### config.mk
export PLATFORM = sky130hd
export DESIGN_NAME = dma_xlate_cache
export DESIGN_NICKNAME = d
export VERILOG_FILES = /design/src/rtl/xlate_pkg.sv /design/src/rtl/xlate_age_order.sv /design/src/rtl/xlate_dp.sv /design/src/rtl/xlate_ctrl.sv /design/src/rtl/dma_xlate_cache.sv
export SDC_FILE = /design/constraint.sdc
export NUM_CORES = 2
export LEC_CHECK = 0
export CAP_MARGIN = 20
export CORE_MARGIN = 1
export CORE_UTILIZATION = 25
export CTS_CLUSTER_SIZE = 40
export DETAILED_ROUTE_END_ITERATION = 16
export GPL_ROUTABILITY_DRIVEN = 0
export PLACE_DENSITY = 0.36
export SLEW_MARGIN = 40
export SYNTH_ARGS = -nofsm -noshare
export SYNTH_HDL_FRONTEND = slang
export SYNTH_HIERARCHICAL = 1
export SYNTH_SLANG_ARGS = --single-unit
### constraint.sdc
create_clock -name clk -period 10.23 [get_ports clk]
set_input_delay 2.046 -clock clk [delete_from_list [all_inputs] [get_ports clk]]
set_output_delay 2.046 -clock clk [all_outputs]
set_load 0.01 [all_outputs]
### src/rtl/xlate_pkg.sv
package xlate_pkg;
  typedef struct packed {
    logic invalidate;
    logic mainWrite;
    logic srcPromote;
    logic touch;
    logic pfWrite;
  } strobe_t;
endpackage

### src/rtl/xlate_age_order.sv
module xlate_age_order #(
  parameter int N = 2,
  localparam int IW = (N > 1) ? $clog2(N) : 1
) (
  input  logic                 clk,
  input  logic                 rstN,
  input  logic                 touch,
  input  logic [IW-1:0]        touchIdx,
  output logic [N-1:0][IW-1:0] ages
);
  // ages form a permutation of 0..N-1; 0 is newest, N-1 oldest
  always_ff @(posedge clk or negedge rstN) begin
    if (!rstN) begin
      for (int i = 0; i < N; i++) ages[i] <= IW'(i);
    end else if (touch) begin
      for (int i = 0; i < N; i++) begin
        if (IW'(i) == touchIdx) ages[i] <= '0;
        else if (ages[i] < ages[touchIdx]) ages[i] <= ages[i] + 1'b1;
      end
    end
  end
endmodule

### src/rtl/xlate_dp.sv
module xlate_dp
  import xlate_pkg::*;
#(
  parameter int VPN_W = 20,
  parameter int PPN_W = 24,
  parameter int DOM_W = 4,
  parameter int SETS = 16,
  parameter int WAYS = 2,
  parameter int PF_DEPTH = 4,
  localparam int SET_W = $clog2(SETS),
  localparam int WAY_W = (WAYS > 1) ? $clog2(WAYS) : 1,
  localparam int PF_W = (PF_DEPTH > 1) ? $clog2(PF_DEPTH) : 1
) (
  input  logic                clk,
  input  logic                rstN,
  input  strobe_t             strb,
  input  logic [SET_W-1:0]    tgtSet,
  input  logic [WAY_W-1:0]    wayIdx,
  input  logic [PF_W-1:0]     pfSlot,
  input  logic [PF_W-1:0]     promoteSlot,
  input  logic [PF_DEPTH-1:0] pfClearMask,
  input  logic [DOM_W-1:0]    lkDomain,
  input  logic [VPN_W-1:0]    lkVpn,
  input  logic [DOM_W-1:0]    fillDomain,
  input  logic [VPN_W-1:0]    fillVpn,
  input  logic [PPN_W-1:0]    fillPpn,
  input  logic                fillTransient,
  input  logic [DOM_W-1:0]    pfDomain,
  input  logic [VPN_W-1:0]    pfVpn,
  input  logic [PPN_W-1:0]    pfPpn,
  input  logic                pfTransient,
  input  logic [DOM_W-1:0]    invDomain,
  input  logic [VPN_W-1:0]    invVpn,
  output logic [WAYS-1:0]     lkMainMatch,
  output logic [PF_DEPTH-1:0] lkPfMatch,
  output logic [WAYS-1:0]     flMainMatch,
  output logic [PF_DEPTH-1:0] flPfMatch,
  output logic [WAYS-1:0]     pfMainMatch,
  output logic [PF_DEPTH-1:0] pfPfMatch,
  output logic [WAYS-1:0]     tgtValid,
  output logic [WAYS-1:0]     tgtTrans,
  output logic [PF_DEPTH-1:0] pfValidVec,
  output logic [PPN_W-1:0]    lkPpn
);
  localparam int TAG_W = VPN_W - SET_W;

  logic             mValid [SETS][WAYS];
  logic [TAG_W-1:0] mTag   [SETS][WAYS];
  logic [DOM_W-1:0] mDom   [SETS][WAYS];
  logic [PPN_W-1:0] mPpn   [SETS][WAYS];
  logic             mTrans [SETS][WAYS];

  logic             pValid [PF_DEPTH];
  logic [VPN_W-1:0] pVpn   [PF_DEPTH];
  logic [DOM_W-1:0] pDom   [PF_DEPTH];
  logic [PPN_W-1:0] pPpn   [PF_DEPTH];
  logic             pTrans [PF_DEPTH];

  logic [WAYS-1:0]  invMainMatch;
  logic [PF_DEPTH-1:0] invPfMatch;
  logic [SET_W-1:0] lkSet, flSet, pfSet, invSet;

  assign lkSet  = lkVpn[SET_W-1:0];
  assign flSet  = fillVpn[SET_W-1:0];
  assign pfSet  = pfVpn[SET_W-1:0];
  assign invSet = invVpn[SET_W-1:0];

  // tag compare for every way of each port's set
  always_comb begin
    for (int w = 0; w < WAYS; w++) begin
      lkMainMatch[w]  = mValid[lkSet][w] && mTag[lkSet][w] == lkVpn[VPN_W-1:SET_W]
                        && mDom[lkSet][w] == lkDomain;
      flMainMatch[w]  = mValid[flSet][w] && mTag[flSet][w] == fillVpn[VPN_W-1:SET_W]
                        && mDom[flSet][w] == fillDomain;
      pfMainMatch[w]  = mValid[pfSet][w] && mTag[pfSet][w] == pfVpn[VPN_W-1:SET_W]
                        && mDom[pfSet][w] == pfDomain;
      invMainMatch[w] = mValid[invSet][w] && mTag[invSet][w] == invVpn[VPN_W-1:SET_W]
                        && mDom[invSet][w] == invDomain;
      tgtValid[w]     = mValid[tgtSet][w];
      tgtTrans[w]     = mValid[tgtSet][w] && mTrans[tgtSet][w];
    end
  end

  // full compare across the prefetch buffer
  always_comb begin
    for (int p = 0; p < PF_DEPTH; p++) begin
      pfValidVec[p] = pValid[p];
      lkPfMatch[p]  = pValid[p] && pVpn[p] == lkVpn  && pDom[p] == lkDomain;
      flPfMatch[p]  = pValid[p] && pVpn[p] == fillVpn && pDom[p] == fillDomain;
      pfPfMatch[p]  = pValid[p] && pVpn[p] == pfVpn  && pDom[p] == pfDomain;
      invPfMatch[p] = pValid[p] && pVpn[p] == invVpn && pDom[p] == invDomain;
    end
  end

  // main cache wins over the buffer when forming the result
  always_comb begin
    lkPpn = '0;
    for (int p = 0; p < PF_DEPTH; p++)
      if (lkPfMatch[p]) lkPpn = pPpn[p];
    for (int w = 0; w < WAYS; w++)
      if (lkMainMatch[w]) lkPpn = mPpn[lkSet][w];
  end

  always_ff @(posedge clk or negedge rstN) begin
    if (!rstN) begin
      for (int s = 0; s < SETS; s++)
        for (int w = 0; w < WAYS; w++) mValid[s][w] <= 1'b0;
      for (int p = 0; p < PF_DEPTH; p++) pValid[p] <= 1'b0;
    end else begin
      if (strb.invalidate) begin
        for (int w = 0; w < WAYS; w++)
          if (invMainMatch[w]) mValid[invSet][w] <= 1'b0;
        for (int p = 0; p < PF_DEPTH; p++)
          if (invPfMatch[p]) pValid[p] <= 1'b0;
      end
      if (strb.mainWrite) mValid[tgtSet][wayIdx] <= 1'b1;
      for (int p = 0; p < PF_DEPTH; p++)
        if (pfClearMask[p]) pValid[p] <= 1'b0;
      if (strb.pfWrite) pValid[pfSlot] <= 1'b1;
    end
  end

  always_ff @(posedge clk) begin
    if (strb.mainWrite) begin
      if (strb.srcPromote) begin
        mTag[tgtSet][wayIdx]   <= pVpn[promoteSlot][VPN_W-1:SET_W];
        mDom[tgtSet][wayIdx]   <= pDom[promoteSlot];
        mPpn[tgtSet][wayIdx]   <= pPpn[promoteSlot];
        mTrans[tgtSet][wayIdx] <= pTrans[promoteSlot];
      end else begin
        mTag[tgtSet][wayIdx]   <= fillVpn[VPN_W-1:SET_W];
        mDom[tgtSet][wayIdx]   <= fillDomain;
        mPpn[tgtSet][wayIdx]   <= fillPpn;
        mTrans[tgtSet][wayIdx] <= fillTransient;
      end
    end
    if (strb.pfWrite) begin
      pVpn[pfSlot]   <= pfVpn;
      pDom[pfSlot]   <= pfDomain;
      pPpn[pfSlot]   <= pfPpn;
      pTrans[pfSlot] <= pfTransient;
    end
  end
endmodule

### src/rtl/xlate_ctrl.sv
module xlate_ctrl
  import xlate_pkg::*;
#(
  parameter int SETS = 16,
  parameter int WAYS = 2,
  parameter int PF_DEPTH = 4,
  localparam int SET_W = $clog2(SETS),
  localparam int WAY_W = (WAYS > 1) ? $clog2(WAYS) : 1,
  localparam int PF_W = (PF_DEPTH > 1) ? $clog2(PF_DEPTH) : 1
) (
  input  logic                clk,
  input  logic                rstN,
  input  logic                evictHintEn,
  input  logic                lkValid,
  input  logic                fillValid,
  input  logic                pfValid,
  input  logic                invValid,
  input  logic [SET_W-1:0]    lkSet,
  input  logic [SET_W-1:0]    fillSet,
  input  logic [WAYS-1:0]     lkMainMatch,
  input  logic [PF_DEPTH-1:0] lkPfMatch,
  input  logic [WAYS-1:0]     flMainMatch,
  input  logic [PF_DEPTH-1:0] flPfMatch,
  input  logic [WAYS-1:0]     pfMainMatch,
  input  logic [PF_DEPTH-1:0] pfPfMatch,
  input  logic [WAYS-1:0]     tgtValid,
  input  logic [WAYS-1:0]     tgtTrans,
  input  logic [PF_DEPTH-1:0] pfValidVec,
  output strobe_t             strb,
  output logic [SET_W-1:0]    tgtSet,
  output logic [WAY_W-1:0]    wayIdx,
  output logic [PF_W-1:0]     pfSlot,
  output logic [PF_W-1:0]     promoteSlot,
  output logic [PF_DEPTH-1:0] pfClearMask,
  output logic                lkHit,
  output logic                lkPfHit
);
  logic [SETS-1:0][WAYS-1:0][WAY_W-1:0] mAges;
  logic [PF_DEPTH-1:0][PF_W-1:0]        pAges;
  logic [WAYS-1:0][WAY_W-1:0]           setAges;
  logic [WAY_W-1:0] victim, flWay, lkWay, bestAge;
  logic [PF_W-1:0]  pfVictim, pfMatchSlot;
  logic doInv, doFill, doPf, doLk, mainHit, pfHitAny, found;

  // one replacement-order tracker per set
  for (genvar s = 0; s < SETS; s++) begin : g_set_age
    xlate_age_order #(.N(WAYS)) u_age (
      .clk(clk), .rstN(rstN),
      .touch(strb.touch && tgtSet == SET_W'(s)),
      .touchIdx(wayIdx), .ages(mAges[s])
    );
  end

  // insertion order for the prefetch buffer
  xlate_age_order #(.N(PF_DEPTH)) u_pf_age (
    .clk(clk), .rstN(rstN), .touch(strb.pfWrite),
    .touchIdx(pfSlot), .ages(pAges)
  );

  always_comb begin
    doInv    = invValid;
    doFill   = !invValid && fillValid;
    doPf     = !invValid && !fillValid && pfValid;
    doLk     = !invValid && !fillValid && !pfValid && lkValid;
    mainHit  = |lkMainMatch;
    pfHitAny = |lkPfMatch;
    lkHit    = lkValid && (mainHit || pfHitAny);
    lkPfHit  = lkValid && !mainHit && pfHitAny;
    tgtSet   = doFill ? fillSet : lkSet;
    setAges  = mAges[tgtSet];
  end

  // match encoders
  always_comb begin
    flWay = '0; lkWay = '0; pfMatchSlot = '0; promoteSlot = '0;
    for (int w = 0; w < WAYS; w++) begin
      if (flMainMatch[w]) flWay = WAY_W'(w);
      if (lkMainMatch[w]) lkWay = WAY_W'(w);
    end
    for (int p = 0; p < PF_DEPTH; p++) begin
      if (pfPfMatch[p]) pfMatchSlot = PF_W'(p);
      if (lkPfMatch[p]) promoteSlot = PF_W'(p);
    end
  end

  // main-cache victim: free way, else oldest transient (hints on), else oldest
  always_comb begin
    victim = '0; found = 1'b0; bestAge = '0;
    for (int w = WAYS-1; w >= 0; w--)
      if (!tgtValid[w]) begin victim = WAY_W'(w); found = 1'b1; end
    if (!found && evictHintEn && |tgtTrans) begin
      for (int w = 0; w < WAYS; w++)
        if (tgtTrans[w] && (!found || setAges[w] > bestAge)) begin
          victim = WAY_W'(w); bestAge = setAges[w]; found = 1'b1;
        end
    end
    if (!found) begin
      for (int w = 0; w < WAYS; w++)
        if (setAges[w] == WAY_W'(WAYS-1)) victim = WAY_W'(w);
    end
  end

  // prefetch slot: lowest free, else the one written longest ago
  always_comb begin
    pfVictim = '0;
    for (int p = 0; p < PF_DEPTH; p++)
      if (pAges[p] == PF_W'(PF_DEPTH-1)) pfVictim = PF_W'(p);
    for (int p = PF_DEPTH-1; p >= 0; p--)
      if (!pfValidVec[p]) pfVictim = PF_W'(p);
  end

  always_comb begin
    strb = '0;
    wayIdx = victim;
    pfSlot = pfVictim;
    pfClearMask = '0;
    if (doInv) begin
      strb.invalidate = 1'b1;
    end else if (doFill) begin
      strb.mainWrite = 1'b1;
      strb.touch = 1'b1;
      if (|flMainMatch) wayIdx = flWay;
      pfClearMask = flPfMatch;
    end else if (doPf) begin
      if (!(|pfMainMatch)) begin
        strb.pfWrite = 1'b1;
        if (|pfPfMatch) pfSlot = pfMatchSlot;
      end
    end else if (doLk) begin
      if (mainHit) begin
        strb.touch = 1'b1;
        wayIdx = lkWay;
      end else if (pfHitAny) begin
        strb.mainWrite = 1'b1;
        strb.srcPromote = 1'b1;
        strb.touch = 1'b1;
        pfClearMask = lkPfMatch;
      end
    end
  end
endmodule

### src/rtl/dma_xlate_cache.sv
module dma_xlate_cache
  import xlate_pkg::*;
#(
  parameter int VPN_W = 20,
  parameter int PPN_W = 24,
  parameter int DOM_W = 4,
  parameter int SETS = 16,
  parameter int WAYS = 2,
  parameter int PF_DEPTH = 4
) (
  input  logic             clk,
  input  logic             rstN,
  input  logic             evictHintEn,
  input  logic             lkValid,
  input  logic [DOM_W-1:0] lkDomain,
  input  logic [VPN_W-1:0] lkVpn,
  output logic             lkHit,
  output logic             lkPfHit,
  output logic [PPN_W-1:0] lkPpn,
  input  logic             fillValid,
  input  logic [DOM_W-1:0] fillDomain,
  input  logic [VPN_W-1:0] fillVpn,
  input  logic [PPN_W-1:0] fillPpn,
  input  logic             fillTransient,
  input  logic             pfValid,
  input  logic [DOM_W-1:0] pfDomain,
  input  logic [VPN_W-1:0] pfVpn,
  input  logic [PPN_W-1:0] pfPpn,
  input  logic             pfTransient,
  input  logic             invValid,
  input  logic [DOM_W-1:0] invDomain,
  input  logic [VPN_W-1:0] invVpn
);
  localparam int SET_W = $clog2(SETS);
  localparam int WAY_W = (WAYS > 1) ? $clog2(WAYS) : 1;
  localparam int PF_W  = (PF_DEPTH > 1) ? $clog2(PF_DEPTH) : 1;

  strobe_t             strb;
  logic [SET_W-1:0]    tgtSet;
  logic [WAY_W-1:0]    wayIdx;
  logic [PF_W-1:0]     pfSlot, promoteSlot;
  logic [PF_DEPTH-1:0] pfClearMask, lkPfMatch, flPfMatch, pfPfMatch, pfValidVec;
  logic [WAYS-1:0]     lkMainMatch, flMainMatch, pfMainMatch, tgtValid, tgtTrans;

  xlate_ctrl #(.SETS(SETS), .WAYS(WAYS), .PF_DEPTH(PF_DEPTH)) u_ctrl (
    .clk(clk), .rstN(rstN), .evictHintEn(evictHintEn),
    .lkValid(lkValid), .fillValid(fillValid), .pfValid(pfValid), .invValid(invValid),
    .lkSet(lkVpn[SET_W-1:0]), .fillSet(fillVpn[SET_W-1:0]),
    .lkMainMatch(lkMainMatch), .lkPfMatch(lkPfMatch),
    .flMainMatch(flMainMatch), .flPfMatch(flPfMatch),
    .pfMainMatch(pfMainMatch), .pfPfMatch(pfPfMatch),
    .tgtValid(tgtValid), .tgtTrans(tgtTrans), .pfValidVec(pfValidVec),
    .strb(strb), .tgtSet(tgtSet), .wayIdx(wayIdx), .pfSlot(pfSlot),
    .promoteSlot(promoteSlot), .pfClearMask(pfClearMask),
    .lkHit(lkHit), .lkPfHit(lkPfHit)
  );

  xlate_dp #(.VPN_W(VPN_W), .PPN_W(PPN_W), .DOM_W(DOM_W), .SETS(SETS),
             .WAYS(WAYS), .PF_DEPTH(PF_DEPTH)) u_dp (
    .clk(clk), .rstN(rstN), .strb(strb), .tgtSet(tgtSet), .wayIdx(wayIdx),
    .pfSlot(pfSlot), .promoteSlot(promoteSlot), .pfClearMask(pfClearMask),
    .lkDomain(lkDomain), .lkVpn(lkVpn),
    .fillDomain(fillDomain), .fillVpn(fillVpn), .fillPpn(fillPpn),
    .fillTransient(fillTransient),
    .pfDomain(pfDomain), .pfVpn(pfVpn), .pfPpn(pfPpn), .pfTransient(pfTransient),
    .invDomain(invDomain), .invVpn(invVpn),
    .lkMainMatch(lkMainMatch), .lkPfMatch(lkPfMatch),
    .flMainMatch(flMainMatch), .flPfMatch(flPfMatch),
    .pfMainMatch(pfMainMatch), .pfPfMatch(pfPfMatch),
    .tgtValid(tgtValid), .tgtTrans(tgtTrans), .pfValidVec(pfValidVec),
    .lkPpn(lkPpn)
  );
endmodule

# Word-level counts from Yosys, hierarchy flattened
# Memories as Yosys holds them, arrays and structs flattened.
# Index checks and enable logic that the tools add are counted.
[classes]
add_sub_neg = 36
n_mul = 0
div_mod_pow = 0
magnitude_cmp = 52
eq_ne = 85
shifts = 0
muxes = 325
n_bitwise = 103
reduce_logical = 155
[ops]
columns = ["op", "n"]
rows = [
  ["20-bit == test", 16],
  ["1-bit 2-to-1 mux", 237],
  ["32-bit 2-to-1 mux", 7],
  ["24-bit 2-to-1 mux", 7],
  ["16-bit == test", 8],
  ["4-bit == test", 24],
  ["48-bit 2-to-1 mux", 2],
  ["1-bit bitwise OR", 90],
  ["1-bit logical AND", 82],
  ["2-bit 2-to-1 mux", 40],
  ["2-bit AND reduction", 36],
  ["32-bit AND", 2],
  ["32-bit NOT", 2],
  ["2-bit binary-select mux with 4-bit select", 6],
  ["4-bit 2-to-1 mux", 11],
  ["2-bit nonzero test", 20],
  ["1-bit adder (second input constant)", 32],
  ["4-bit == test (second input constant)", 8],
  ["1-bit < comparator", 32],
  ["32-bit bitwise OR", 1],
  ["2-bit != test (second input constant)", 15],
  ["5-bit >= comparator (second input constant)", 5],
  ["4-bit NOT with 5-bit output", 5],
  ["2-bit demux with 4-bit select", 3],
  ["other kinds (37)", 65],
]
[word_totals]
reg_bits = 76
latchBits = 0
ramBits = 1636
mem_bits_ro = 0
input_bits = 153
output_inout_bits = 26
n_memories = 8
[mem_list]
columns = ["memory", "depth", "width", "read_ports", "rd_clocked_by_memory_dff", "wr", "line", "source"]
rows = [
  ["u_dp.mPpn", 16, 48, 1, 0, 1, "xlate_dp.sv:50", "logic [PPN_W-1:0] mPpn [SETS][WAYS];"],
  ["u_dp.mTag", 16, 32, 4, 0, 1, "xlate_dp.sv:48", "logic [TAG_W-1:0] mTag [SETS][WAYS];"],
  ["u_dp.mDom", 16, 8, 4, 0, 1, "xlate_dp.sv:49", "logic [DOM_W-1:0] mDom [SETS][WAYS];"],
  ["u_dp.pPpn", 4, 24, 5, 0, 1, "xlate_dp.sv:56", "logic [PPN_W-1:0] pPpn [PF_DEPTH];"],
  ["u_dp.pVpn", 4, 20, 5, 0, 1, "xlate_dp.sv:54", "logic [VPN_W-1:0] pVpn [PF_DEPTH];"],
  ["u_dp.mTrans", 16, 2, 1, 0, 1, "xlate_dp.sv:51", "logic mTrans [SETS][WAYS];"],
  ["2 more memories", "-", "-", "-", "-", "-", "-", ""],
]

# Longest topological paths before layout
[depth]
ltp_word = 36
depth_mapped = 26

# By module
# Netlist, hierarchy kept.
[by_module_without_submodules]
columns = ["module", "instances", "cells_per_inst", "area_per_inst_um2", "seq_area_each_um2"]
rows = [
  ["xlate_dp", 1, 4788, 88144.5, 50028.0],
  ["xlate_age_order (u_ctrl.g_set_age[0].u_age ...)", 16, 7, 75.1, 51.3],
  ["xlate_ctrl", 1, 154, 904.6, 0.0],
  ["xlate_age_order (u_ctrl.u_pf_age)", 1, 65, 659.4, 205.2],
]

# Worst setup path before layout
# Ideal clock, no wire load.
[synth_timing]
path_kind = "input -> register"
startpoint = "input fillVpn[0]"
endpoint = "memory u_dp/mDom[3][0] (netlist name), enable pin"
setup_time_ps = 505
t_arrival_ps = 9750
required_ps = 9725
setup_slack_ps = -26
path_stages = 17
path_buffers = 3
path_cell_list = "clkbuf_1 clkbuf_1 buf_1 mux4_2 mux4_2 xnor2_1 nand4_1 nor4_1 nand2_1 a21oi_1 a21oi_1 o31ai_1 a221oi_1 a31oi_1 o31a_1 nand4_1 nor3_1"
[synth_between]
word_cells_on_any_way = 67
classes_between = "order compare (4); eq/ne (4); mux (35); bitwise (4); reduce/logical (17); memory (3)"
[synth_lines]
columns = ["element", "line", "source"]
rows = [
  ["start: declaration", "dma_xlate_cache.sv:22", "input logic [VPN_W-1:0] fillVpn,"],
  ["parallel branches: the longest is 5 deep, another holds memory read 16 x 32 bit", "-", ""],
  ["1-bit logical AND *", "xlate_dp.sv:74", "&& mDom[flSet][w] == fillDomain;"],
  ["via flMainMatch[1]", "dma_xlate_cache.sv:43", "logic [WAYS-1:0] lkMainMatch, flMainMatch, pfMainMatch, tgtValid, tgtTrans;"],
  ["1-bit 2-to-1 mux / 2-bit OR reduction (equally long branches)", "xlate_ctrl.sv:77, xlate_ctrl.sv:122", ""],
  ["1-bit 2-to-1 mux *", "xlate_ctrl.sv:122", "if (|flMainMatch) wayIdx = flWay;"],
  ["1-bit 2-to-1 mux *", "xlate_ctrl.sv:119", "end else if (doFill) begin"],
  ["1-bit 2-to-1 mux *", "xlate_ctrl.sv:117", "if (doInv) begin"],
  ["via wayIdx", "dma_xlate_cache.sv:40", "logic [WAY_W-1:0] wayIdx;"],
  ["1-bit NOT with 2-bit output (not written as such) *", "xlate_dp.sv:127, xlate_dp.sv:132", ""],
  ["2-bit >= comparator (not written as such) / 2-bit by 1-bit < comparator with 1-bit output (equally long branches)", "xlate_dp.sv:127, xlate_dp.sv:132", ""],
  ["1-bit logical AND (not written as such)", "xlate_dp.sv:127, xlate_dp.sv:132", ""],
  ["4-bit 2-to-1 mux (not written as such)", "xlate_dp.sv:127, xlate_dp.sv:132", ""],
  ["4-bit demux with 1-bit select *", "xlate_dp.sv:127, xlate_dp.sv:132", ""],
  ["8-bit 2-to-1 mux (on tied branches)", "xlate_dp.sv:127, xlate_dp.sv:132", ""],
  ["1-bit bitwise OR (no line) *", "-", ""],
  ["end: declaration", "xlate_dp.sv:49", ""],
]
# Mark *: on every way through the listed nets, which the timed path passes. The select of a mux whose other input is x is not followed.

# Worst setup path in the final report
[layout_timing]
startpoint = "input lkVpn[1]"
endpoint = "output lkPpn[8]"
[layout_between]
elab_chain_cells = 9
word_cells_on_any_way = 33
classes_between = "eq/ne (8); mux (9); bitwise (1); reduce/logical (12); memory (3)"
[layout_rtl]
columns = ["element", "line", "source"]
rows = [
  ["start: declaration", "dma_xlate_cache.sv:16", "input logic [VPN_W-1:0] lkVpn,"],
  ["parallel branches: the longest is 8 deep, another holds memory read 16 x 32 bit", "-", ""],
  ["24-bit 2-to-1 mux *", "xlate_dp.sv:101", "if (lkMainMatch[w]) lkPpn = mPpn[lkSet][w];"],
  ["end: declaration", "dma_xlate_cache.sv:19", "output logic [PPN_W-1:0] lkPpn,"],
]
# Every way passes the cells marked *. The select of a mux whose other input is x is not followed.

==> flow_metrics.env <==
export IMPL_grt_max_degree=82
export IMPL_cts_made_buffers=206
export IMPL_period_minus_slack_ns=9.294
export IMPL_via_per_inst=5.480
export IMPL_async_reset_ff_share_pct=4.439
export IMPL_power_density_nw_per_um2=173.9
export IMPL_cts_tree="yes"
export IMPL_synth_seq_cells=1712
export IMPL_hp_class="register to register"
export IMPL_clk_latency_ns=0.95
export IMPL_wl_per_cell_um=40.92
export IMPL_synth_edf_count=1636
export IMPL_finalNetCount=5473
export IMPL_root_buffer="clkbuf_16"
export IMPL_crit_required_ns=8.18
export IMPL_synthToLayoutAreaGrowth_pct=17.98
export IMPL_antenna_found_initial=35
export IMPL_worstSetupStartpointType="primary input"
export IMPL_max_cap_violations=0
export IMPL_ioPinCount=179
export IMPL_synth_area_leaders="edfxtp_1 (54%), mux4_2 (27%), xor2_1 (2.8%), xnor2_1 (2.4%), dfrtp_1 (1.5%)"
export IMPL_finalSetupTns_ns=0
export IMPL_coreArea_um2=362200
export IMPL_cp_arrival_ns=7.25
export IMPL_setup_viol=0
export IMPL_fmax_mhz=107.6
export IMPL_leakage_uw=0.03321
export IMPL_vias=56430
export IMPL_overflow=0
export IMPL_drc=0
export IMPL_die_x_um=605.0
export IMPL_clk_path_buf_depth=4
export IMPL_io_buffers=178
export IMPL_syn_nets=5276
export IMPL_htreeDepth=4
export IMPL_grt_first_pass_wirelength_mm=557.8
export IMPL_synthDistinctLibCells=85
export IMPL_status="finished clean"
export IMPL_num_fill_cells=35450
export IMPL_grt_total_usage_pct=22.70
export IMPL_fin_skew_ns=0.09124
export IMPL_die_y_um=605.0
export IMPL_holdBufCountCts=0
export IMPL_finalHoldViolations=0
export IMPL_dieArea_um2=366100
export IMPL_yosys_warnings=6
export IMPL_start_util_pct=25.10
export IMPL_yosys_area_top_type_share_pct=54.04
export IMPL_drt_wl_total_mm=421.3
export IMPL_maxSlewHeadroom_pct=35.60
export IMPL_syn_inst=5119
export IMPL_synth_area_um2=90910
export IMPL_finalCritPeriodShare_pct=90.85
export IMPL_synth_flop_cell="edfxtp_1"
export IMPL_critPathKind="primary input to output port"
export IMPL_post_cts_resized=0
export IMPL_worst_pin_slew_ns=0.9572
export IMPL_peakVddDrop_uv=137.1
export IMPL_crit_fanout=43
export IMPL_fin_util_pct=29.61
export IMPL_synth_area_leader_cell="edfxtp_1"
export IMPL_rsz0062_at_grt="no"
export IMPL_grt_pass1_vias=56990
export IMPL_drive_gt1_share_pct=35.92
export IMPL_ys_seq_area_share_pct=56.16
export IMPL_cts_clk_slew_worst_paths_ns=0.06
export IMPL_drt_iter0_drc=6769
export IMPL_postRouteAntennaNets=0
export IMPL_maxSlewViolCount=0
export IMPL_dp_hpwl_mm=280.3
export IMPL_avgSynthCellArea_um2=17.76
export IMPL_timing_hold_ws_ns=0.5035
export IMPL_numClockSinks=1712
export IMPL_post_cts_buffers=0
export IMPL_first_pass_iters=6
export IMPL_worst_setup_path_end_kind="output port"
export IMPL_rows=221
==> layer usage <==
metal / wire length, um / vias to the layer above / global-route usage [%]
met2: 203300 / 2643 / 37.68
met3: 25620 / 742 / 3.588
li1: - / 21850 / -
met1: 168900 / 31180 / 28.93
met5: 61 / - / 0
met4: 23420 / 8 / 10.85
==> logic make-up (layout without fill, tap and decap cells) <==
kind of cell / Yosys count / count (layout) / share of synthesized area [%]
adders and majority gates: 4 / 4 / 0.05505
and+or+nand+nor: 614 / 614 / 3.516
buffers and inverters: 589 / 955 / 2.809
AOI/OAI and AO/OA: 380 / 380 / 2.856
xor gates and xnor gates: 540 / 540 / 5.202
muxes: 1280 / 1280 / 29.40
other: 0 / 18 / 0
DFF: 1712 / 1712 / 56.16
==> layout by cell type, fill, tap and decap left out, types with 48 or more instances in the layout <==
cell             netlist  final
a21oi_1               95     95
a31oi_1               56     55
buf_12                 3     87
buf_4                 28    223
clkbuf_16              0    209
clkdlybuf4s50_1        0    140
clkinv_1               3     50
dfrtp_1               56     56
edfxtp_1            1636   1636
inv_1                 77     75
mux2_2               101    101
mux2i_1               78     77
mux4_2              1089   1089
nand2_1              120    120
nand3_1               75     75
nand4_1               61     61
nor2_1               108     82
nor4_1               104     84
o21ai_0               48     48
xnor2_1              249    249
xor2_1               291    291
==> flip-flops by register name, indices dropped and copies added (netlist names) <==
name,cells
u_dp/pfValidVec,4
u_dp/mTrans,32
u_dp/pDom,16
u_ctrl/u_pf_age/ages,8
u_dp/pTrans,4
u_dp/mValid,32
u_dp/mTag,512
u_dp/mDom,128
u_dp/pPpn,96
u_dp/mPpn,768
u_ctrl/g_set_age.u_age/ages,32
u_dp/pVpn,80
==> final timing paths <==
kind	from	to	slack (ns)	cells after the start
max in group asynchronous	rstN	u_dp/mValid[13]	8.12	2
setup reg to reg	u_dp/mDom[8][4]	u_dp/mTag[5][19]	3.65	19
min in group asynchronous	rstN	u_ctrl/g_set_age[4].u_age/ages[0]	1.14	1
setup / recovery	lkVpn[1]	lkPpn[8]	0.94	11
hold reg to reg	u_ctrl/u_pf_age/ages[5]	u_ctrl/u_pf_age/ages[5]	0.50	2
hold / removal	u_ctrl/u_pf_age/ages[5]	u_ctrl/u_pf_age/ages[5]	0.50	2
==> through the flow <==
step	setup WS [ns]	cells	area [um2]	total power [uW]
after floorplan	0.005659	5119	90910	9975
after global placement	0.1003	9880	100100	11250
after detailed placement	1.018	9902	100400	11260
after CTS	1.104	10280	107200	18870
after global routing	0.9494	10280	107200	19220
final	0.9360	10300	107300	18660
==> critical path: stages <==
cell	delay [ns]
buf_8	0.42
buf_12	0.33
mux4_2	0.54
mux2i_1	0.49
a21oi_1	0.13
or4_1	0.68
a221oi_4	0.47
buf_4	0.48
a31oi_1	0.21
o31ai_1	0.52
clkdlybuf4s50_1	0.65
==> cells in the mapped netlist (6+ instances only) <==
library cell  number
o221ai_1           8
buf_1            101
a31oi_1           56
o31ai_1           25
nand3_1           75
a221oi_1           8
mux2_2           101
clkbuf_1         294
and2_1             6
nand2_1          120
a2111oi_0         26
buf_2             64
nor3_1            50
a21o_1            34
nand2b_1          12
o21ai_0           48
mux4_1             9
and3_1            28
inv_1             77
o2bb2ai_1          9
dfstp_2           20
o22ai_1           11
nor4_1           104
dfrtp_1           56
xor2_1           291
mux2i_1           78
nor2_1           108
nand4_1           61
a21oi_1           95
buf_4             28
buf_6             14
nor3b_1           12
mux4_2          1089
edfxtp_1        1636
xnor2_1          249
nor2b_1           10
==> where the power goes <==
group          internal, uW  switching [uW]  leakage [uW]
registers              8080             209        0.0157
logic                  1060            1760        0.0142
clock network          4410            3140       0.00332
total                 13600            5110        0.0332
==> final cells by class <==
class | count | area (um2) | area share, %
flip-flops and latches | 1712 | 51050 | 47.60
multi-input cells | 2818 | 37810 | 35.25
well taps | 4794 | 5998 | 5.592
clock buffers | 237 | 5335 | 4.974
repair buffers | 494 | 5230 | 4.876
clock inverters | 140 | 1450 | 1.352
inverters | 84 | 332.8 | 0.3103
diodes | 18 | 45.04 | 0.04199
Note: power is estimated with default switching activity, not from simulation.
